## src/rtl/fbf_pkg.sv

```systemverilog
package fbf_pkg;
  typedef enum logic [1:0] {
    FBF_SEL_LEN   = 2'd0,
    FBF_SEL_START = 2'd1,
    FBF_SEL_DATA  = 2'd2,
    FBF_SEL_NONE  = 2'd3
  } fbf_sel_e;
endpackage

```

## src/rtl/fbf_rst_sync.sv

```systemverilog
module fbf_rst_sync #(
  parameter int STAGES = 2
) (
  input  logic clk,
  input  logic rst_n,
  output logic rst_q
);
  logic [STAGES-1:0] sync_q;
  logic [STAGES-1:0] sync_n;

  always_comb begin
    sync_n = {sync_q[STAGES-2:0], 1'b1};
  end

  always_ff @(posedge clk or negedge rst_n) begin
    if (!rst_n) sync_q <= '0;
    else        sync_q <= sync_n;
  end

  assign rst_q = sync_q[STAGES-1];
endmodule

```

## src/rtl/fbf_row_inc.sv

```systemverilog
module fbf_row_inc #(
  parameter int ADDR_W = 16,
  parameter int ROW_W  = 8
) (
  input  logic [ADDR_W-1:0] addr_i,
  output logic [ADDR_W-1:0] addr_o
);
  logic [ROW_W-1:0] low_inc;

  assign low_inc = addr_i[ROW_W-1:0] + {{(ROW_W-1){1'b0}}, 1'b1};

  generate
    if (ROW_W >= ADDR_W) begin : g_flat
      assign addr_o = low_inc[ADDR_W-1:0];
    end else begin : g_row
      assign addr_o = {addr_i[ADDR_W-1:ROW_W], low_inc};
    end
  endgenerate
endmodule

```

## src/rtl/fbf_regs.sv

```systemverilog
module fbf_regs
  import fbf_pkg::*;
#(
  parameter int ADDR_W = 16,
  parameter int DATA_W = 16,
  parameter int LEN_W  = 8
) (
  input  logic              clk,
  input  logic              rst_n,
  input  logic              wr_en,
  input  logic              wr_wide,
  input  logic              wr_odd,
  input  fbf_sel_e          wr_sel,
  input  logic [DATA_W-1:0] wr_data,
  input  logic              step,
  input  logic [ADDR_W-1:0] step_addr,
  output logic [LEN_W-1:0]  len_q,
  output logic [ADDR_W-1:0] start_q,
  output logic [DATA_W-1:0] data_q,
  output logic              go
);
  logic [LEN_W-1:0]  len_n;
  logic [ADDR_W-1:0] start_n;
  logic [DATA_W-1:0] data_n;
  logic              len_en, start_en;

  always_comb begin
    len_en   = wr_en && (wr_sel == FBF_SEL_LEN) && (wr_wide || wr_odd);
    start_en = wr_en && wr_wide && (wr_sel == FBF_SEL_START);
    go       = wr_en && wr_wide && (wr_sel == FBF_SEL_DATA);

    len_n   = len_q;
    start_n = start_q;
    data_n  = data_q;
    if (len_en)   len_n   = wr_data[LEN_W-1:0];
    if (start_en) start_n = wr_data[ADDR_W-1:0];
    if (step)     start_n = step_addr;
    if (go)       data_n  = wr_data;
  end

  always_ff @(posedge clk or negedge rst_n) begin
    if (!rst_n) begin
      len_q   <= '0;
      start_q <= '0;
      data_q  <= '0;
    end else begin
      len_q   <= len_n;
      start_q <= start_n;
      data_q  <= data_n;
    end
  end
endmodule

```

## src/rtl/fbf_seq.sv

```systemverilog
module fbf_seq #(
  parameter int LEN_W = 8
) (
  input  logic             clk,
  input  logic             rst_n,
  input  logic             go,
  input  logic [LEN_W-1:0] len,
  input  logic             frame_sel,
  output logic             busy_q,
  output logic             bank_q
);
  logic [LEN_W-1:0] cnt_q, cnt_n;
  logic             busy_n, bank_n;

  always_comb begin
    busy_n = busy_q;
    cnt_n  = cnt_q;
    bank_n = bank_q;
    if (go) begin
      busy_n = 1'b1;
      cnt_n  = len;
      bank_n = ~frame_sel;
    end else if (busy_q) begin
      if (cnt_q == '0) busy_n = 1'b0;
      else             cnt_n  = cnt_q - {{(LEN_W-1){1'b0}}, 1'b1};
    end
  end

  always_ff @(posedge clk or negedge rst_n) begin
    if (!rst_n) begin
      busy_q <= 1'b0;
      cnt_q  <= '0;
      bank_q <= 1'b0;
    end else begin
      busy_q <= busy_n;
      cnt_q  <= cnt_n;
      bank_q <= bank_n;
    end
  end
endmodule

```

## src/rtl/fbf_fill_engine.sv

```systemverilog
module fbf_fill_engine
  import fbf_pkg::*;
#(
  parameter int ADDR_W = 16,
  parameter int DATA_W = 16,
  parameter int LEN_W  = 8,
  parameter int ROW_W  = 8
) (
  input  logic              clk,
  input  logic              rst_n,
  input  logic              reg_we,
  input  logic              reg_wide,
  input  logic              reg_odd,
  input  logic [1:0]        reg_sel,
  input  logic [DATA_W-1:0] reg_wdata,
  input  logic              frame_sel,
  output logic              busy,
  output logic [LEN_W-1:0]  fill_len,
  output logic [ADDR_W-1:0] fill_start,
  output logic [DATA_W-1:0] fill_data,
  output logic              mem_we,
  output logic              mem_bank,
  output logic [ADDR_W-1:0] mem_addr,
  output logic [DATA_W-1:0] mem_wdata
);
  logic              rst_q;
  logic              wr_ok, go, busy_q, bank_q;
  logic [ADDR_W-1:0] next_addr;

  fbf_rst_sync #(.STAGES(2)) u_rst (
    .clk   (clk),
    .rst_n (rst_n),
    .rst_q (rst_q)
  );

  assign wr_ok = reg_we && !busy_q;

  fbf_row_inc #(.ADDR_W(ADDR_W), .ROW_W(ROW_W)) u_inc (
    .addr_i (fill_start),
    .addr_o (next_addr)
  );

  fbf_regs #(.ADDR_W(ADDR_W), .DATA_W(DATA_W), .LEN_W(LEN_W)) u_regs (
    .clk       (clk),
    .rst_n     (rst_q),
    .wr_en     (wr_ok),
    .wr_wide   (reg_wide),
    .wr_odd    (reg_odd),
    .wr_sel    (fbf_sel_e'(reg_sel)),
    .wr_data   (reg_wdata),
    .step      (busy_q),
    .step_addr (next_addr),
    .len_q     (fill_len),
    .start_q   (fill_start),
    .data_q    (fill_data),
    .go        (go)
  );

  fbf_seq #(.LEN_W(LEN_W)) u_seq (
    .clk       (clk),
    .rst_n     (rst_q),
    .go        (go),
    .len       (fill_len),
    .frame_sel (frame_sel),
    .busy_q    (busy_q),
    .bank_q    (bank_q)
  );

  assign busy      = busy_q;
  assign mem_we    = busy_q;
  assign mem_bank  = bank_q;
  assign mem_addr  = fill_start;
  assign mem_wdata = fill_data;
endmodule

```

## config.mk

```make
export PLATFORM = sky130hd
export DESIGN_NAME = fbf_fill_engine
export DESIGN_NICKNAME = d
export VERILOG_FILES = /design/src/rtl/fbf_pkg.sv /design/src/rtl/fbf_rst_sync.sv /design/src/rtl/fbf_row_inc.sv /design/src/rtl/fbf_regs.sv /design/src/rtl/fbf_seq.sv /design/src/rtl/fbf_fill_engine.sv
export SDC_FILE = /design/constraint.sdc
export NUM_CORES = 1
export LEC_CHECK = 0
export BUFFER_PORTS_ARGS = -buffer_cell sky130_fd_sc_hd__buf_2
export CAP_MARGIN = 20
export CORE_UTILIZATION = 50
export CTS_CLUSTER_DIAMETER = 30
export DETAILED_ROUTE_END_ITERATION = 10
export GPL_TIMING_DRIVEN = 0
export PLACE_DENSITY = 0.86
export SYNTH_ARGS = -nofsm -noshare
export SYNTH_HDL_FRONTEND = slang
export SYNTH_SLANG_ARGS = --single-unit
```

## constraint.sdc

```tcl
create_clock -name clk -period 3.15 [get_ports clk]
set_input_delay 0.315 -clock clk [delete_from_list [all_inputs] [get_ports clk]]
set_output_delay 0.315 -clock clk [all_outputs]
set_load 0.02 [all_outputs]
```

* Yosys cells after proc, flatten, opt, wreduce, memory -nomap -nowiden
Index checks and enable logic that the tools add are counted.
** Operators by class
- Reductions and logical operators :: 14
- Equal/unequal tests :: 3
- Muxes and demuxes :: 8
- Add/subtract/negate cells :: 2
- Bitwise operators :: 2
** Operators by type and width (count)
- 2-to-1 mux 8 bit :: 5
- adder 8 x 1 -> 8 bit (second input constant) :: 1
- logical NOT 8 bit :: 1
- subtractor 8 x 1 -> 8 bit (second input constant) :: 1
- logical AND 1 bit :: 6
- AND reduction 2 bit :: 2
- nonzero test 2 bit :: 2
- 2-to-1 mux 1 bit :: 3
- equality test 2 x 1 -> 1 bit (second input constant) :: 1
- equality test 2 bit (second input constant) :: 1
- logical NOT 2 bit :: 1
- inequality test 2 bit (second input constant) :: 1
- inverter 1 bit :: 2
- logical NOT 1 bit :: 1
- logical OR 1 bit :: 1
** Storage, ports and cells
- Flip-flop bits (word level) :: 52
- Output and inout bits :: 75
- Input bits :: 24

* Logic depth before layout (Yosys ltp)
- Word-level depth :: 6
- Mapped depth :: 6

* By module
Synthesis repeated with hierarchy kept, for this count alone.
** Unflattened totals
- Cell total of the unflattened synthesis :: 238
- Area total of the unflattened synthesis :: 2738.9 sq um
** By module, submodules not included
- fbf_regs :: area each 1626.6 sq um, cells each 108, times used 1, seq. area each 1001.0 sq um
- fbf_seq :: area each 620.6 sq um, cells each 69, times used 1, seq. area each 250.2 sq um
- fbf_fill_engine :: area each 261.5 sq um, cells each 34, times used 1, seq. area each 0.0 sq um
- fbf_row_inc :: area each 176.4 sq um, cells each 24, times used 1, seq. area each 0.0 sq um
- fbf_rst_sync :: area each 53.8 sq um, cells each 3, times used 1, seq. area each 50.0 sq um

* Worst setup path after synthesis
OpenSTA, ideal clock, no wires.
- Path type :: reg-to-reg
- Start :: register u_seq.busy_q
- End :: register u_regs.start_q[13]
- Slack :: 1.370 ns
- Arrival time :: 1.656 ns
- Cell stages (with the launch flop) :: 6
- Cells stage by stage :: dfrtp_1 buf_6 nand2b_4 nor3_4 buf_6 mux2_2
** Between the ends
- Cells in the longest elaborated chain, start to end :: 5
- Elaborated cells between the ends (all ways) :: 6
- Those cells by class :: bitwise: 1; reduce/logical: 5
** Ends and longest elaborated chain
- start: declaration :: line fbf_seq.sv:9 : output logic busy_q,
- start signal: assignment :: line fbf_seq.sv:35 : busy_q <= busy_n;
- logical NOT 1 bit :: line fbf_fill_engine.sv:36 : assign wr_ok = reg_we && !busy_q;
- logical AND 1 bit :: line fbf_fill_engine.sv:36
- logical AND 1 bit (2 in a row) :: line fbf_regs.sv:29 : start_en = wr_en && wr_wide && (wr_sel == FBF_SEL_START);
- AND reduction 2 bit (no line) *
- end signal: assignment :: line fbf_regs.sv:48 : start_q <= start_n;
- end: declaration :: line fbf_regs.sv:18 : output logic [ADDR_W-1:0] start_q,
Every way passes the cells marked *; elsewhere a longest branch is shown, timed or not.
A chain may end at the register's enable or synchronous reset.

* Worst setup path in the final report
- Start :: register u_seq.busy_q
- End :: register u_regs.start_q[14]
Same word-level chain as after synthesis.

==> impl_results.md <==
* Top Ports at 99
* P_leak at 1.736 nW
* Antenna cells at 0
* Seq pwr share at 0.343
* WP data arrival at 2.08 ns
* Vias per cell at 5.045
* Worst Setup SP: u_seq.busy_q
* Worst-path clk slew at 0.09 ns
* Full die area at 0.005371 mm^2
* Synthesis warning total at 0
* Area contributors post-synth: dfrtp_1, buf_4, nand2_1, mux2_2, mux2i_1
* Via count at 2109
* First-pass GRT wire length at 8576 um
* Number of I/O port buffers at 98
* Synth unique cells at 39
* Post-synth ARST share at 1.000
* Die Y at 73.29 um
* Vias in the first global route at 1757
* Final Max Tran Viols at 0
* Fin nets at 376
* CTS tree: done
* Starting density of the core at 0.5275
* Period utilization at 0.5999
* Die Width at 73.29 um
* Post-synth top cells: nand2_1, dfrtp_1, buf_4
* Outcome: completed
* Critical Path End: u_regs.start_q[14]
* Post-synthesis cell area at 0.002541 mm^2
* Post-CTS setup buffers at 0
* Final Setup Violations at 0
* Fin crit period at 1.890 ns
* Sequential cell area at 0.001303 mm^2
* Flop-to-flop setup slack at 1.26 ns
* DR DRC count at 0
* Most common cell in the netlist: nand2_1
* DRT iter0 DRCs at 112
* FF-to-FF path depth at 5
* Hold Buf Count CTS at 1
* TritonCTS buffer count at 5
* Root Buffer: clkbuf_8
* Worst-path fanout max at 10
* Combinational Power Share at 0.525
* EDFF count, synth at 0
* Layout fillers at 420
* Placed wire-length estimate at 4177 um
* Layout area overhead at 28.80%
* H-tree depth at 2
* Crit path kind: register to register
* Overall Power at 3.754 mW
* Max-cap violation count at 0
* Largest net degree at the start of global routing at 30
* Cell taking the most area after synthesis: dfrtp_1
* Worst slack at placement at 1.275 ns
* Pwr Density at 1147 mW/mm^2
* CTS resizes at 0
* Initial DRT Pass Iterations at 4
* Synthesized area per cell at 10.46 um^2
* P_sw at 1.621 mW
* Worst Skew at 0.004192 ns
* Detail Route Antenna Nets at 0
* Non-Filler Instances at 418
* Initial antenna violation count at 0
* Setup ws final at 1.260 ns
* Max-slew headroom at 0.5704
* Top-area cell type share of the netlist area at 0.5121
* Row count at 25
* CP Data Required Time at 3.34 ns
* Later-pin clock latency in the skew report at 0.30 ns
* RSZ-0062 raised after global routing: no
* Multi-input gate area at 937.1 um^2
* Syn nets at 269
* Share of layout cells above drive strength 1 at 0.4786
* Clk sinks at 52
* Core area at 0.004817 mm^2
* Clk pwr share at 0.132
* Worst hold slack at 0.2093 ns
* Gate Count Post-Synth at 243
* Final GP Congestion at 0.8360
* Clock tree buffer depth at 2
* Min-Delay Path Class: input port to register
* Worst Tran Pin Value at 0.6395 ns
* Ys flop type: dfrtp_1
* Achievable clock frequency at 529.1 MHz
* Routed WL at 5497 um
* Register area share after synthesis at 0.5121
* Gr usage total at 0.2121
* VDD IR-drop max at 0.5438 mV
* Worst r2r dst: u_regs.start_q[14]
* CP startpoint kind: register
* Pint at 2.133 mW
* Sw Ratio at 0.4317
* Reg-to-Reg Start: u_seq.busy_q
* Wire length per cell at 13.15 um
* Setup TNS at 0 ns
* Synth Register Bits at 52
* Inst Count DP at 409
* Number of failing hold endpoints at the final stage at 0
* Total congestion overflow at 0
* Worst Setup End Kind: register
## sequential cells by signal, indices dropped and copies added (netlist names)
signal          cells
u_regs.data_q      16
u_regs.len_q        8
u_rst.sync_q        2
u_regs.start_q     16
u_seq.cnt_q         8
u_seq.bank_q        1
u_seq.busy_q        1
## cell type report
| type | instances | share of cell area |
|---|---|---|
| sequential | 52 | 0.3979 |
| multi-input combinational | 148 | 0.2863 |
| timing repair buffer | 100 | 0.1590 |
| buffer | 40 | 0.08907 |
| clock buffer | 7 | 0.02943 |
| tap | 67 | 0.02561 |
| clock inverter | 1 | 0.009174 |
| inverter | 3 | 0.003440 |
## layout by cell type (no fill, tap or decap), drive strengths merged
master       count
or2              1
a221o            4
mux2            16
conb             1
clkinv           1
xnor2            2
a21oi            3
a22o             1
o221a            2
nor3             4
a32oi            1
nand2           59
o21ai            5
nor4             1
or3              2
clkbuf          10
ha               2
o311ai           3
dfrtp           52
dlygate4sd3      1
nor2            13
a22oi            1
xor2             3
nand2b           1
a21o             1
a211oi           2
nand3            7
buf            136
bufinv           1
inv              2
mux2i            6
and3             4
a31oi            2
nor3b            1
## metal layers
metal | track usage | vias up | wire length [um]
met4 | 0.05342 | 0 | 52
met2 | 0.3385 | 72 | 2755
met5 | 0 | - | 0
met1 | 0.3024 | 1029 | 2377
met3 | 0.03841 | 5 | 313
li1 | - | 1003 | -
## through the flow
stage | area (um^2) | util
6_report | 3273 | 0.6795
5_1_grt | 3273 | 0.6795
4_1_cts | 3273 | 0.6795
3_5_place_dp | 3137 | 0.6512
3_3_place_gp | 3115 | 0.6468
2_1_floorplan | 2541 | -
## cells by family (layout without fill, tap and decap cells)
family	count (synthesis)	after routing	synth area share
other cells	1	1	0.001476
fa+ha+maj	2	2	0.009846
xor+xnor	5	5	0.01724
buf+inv	43	151	0.1192
flops	52	52	0.5121
compound gates	25	25	0.07632
simple gates	93	93	0.1694
mux	22	22	0.09453
## critical path: stages, from the launching register on
cell	delay, ns
dfrtp_1	0.43
buf_6	0.16
nand2b_4	0.16
nor3_4	0.46
buf_6	0.23
mux2_2	0.34
## power groups by stage
stage	clock [mW]	combinational, mW	sequential (mW)
3_3_place_gp	0	1.93	1.28
4_1_cts	0.503	1.98	1.29
2_1_floorplan	0	1.08	1.57
5_1_grt	0.527	2.12	1.34
3_5_place_dp	0	1.98	1.30
6_report	0.496	1.97	1.29
## how the worst min path moves through the flow
stage / from / end / cells after the start
2_1_floorplan: rst_n / u_rst.sync_q[0] / 0
4_1_cts: frame_sel / u_seq.bank_q / 2
6_report: frame_sel / u_seq.bank_q / 2
5_1_grt: reg_wdata[10] / u_regs.data_q[10] / 3
3_3_place_gp: rst_n / u_rst.sync_q[0] / 1
3_5_place_dp: rst_n / u_rst.sync_q[0] / 1
No activity file was read; power rests on OpenSTA's default activity.
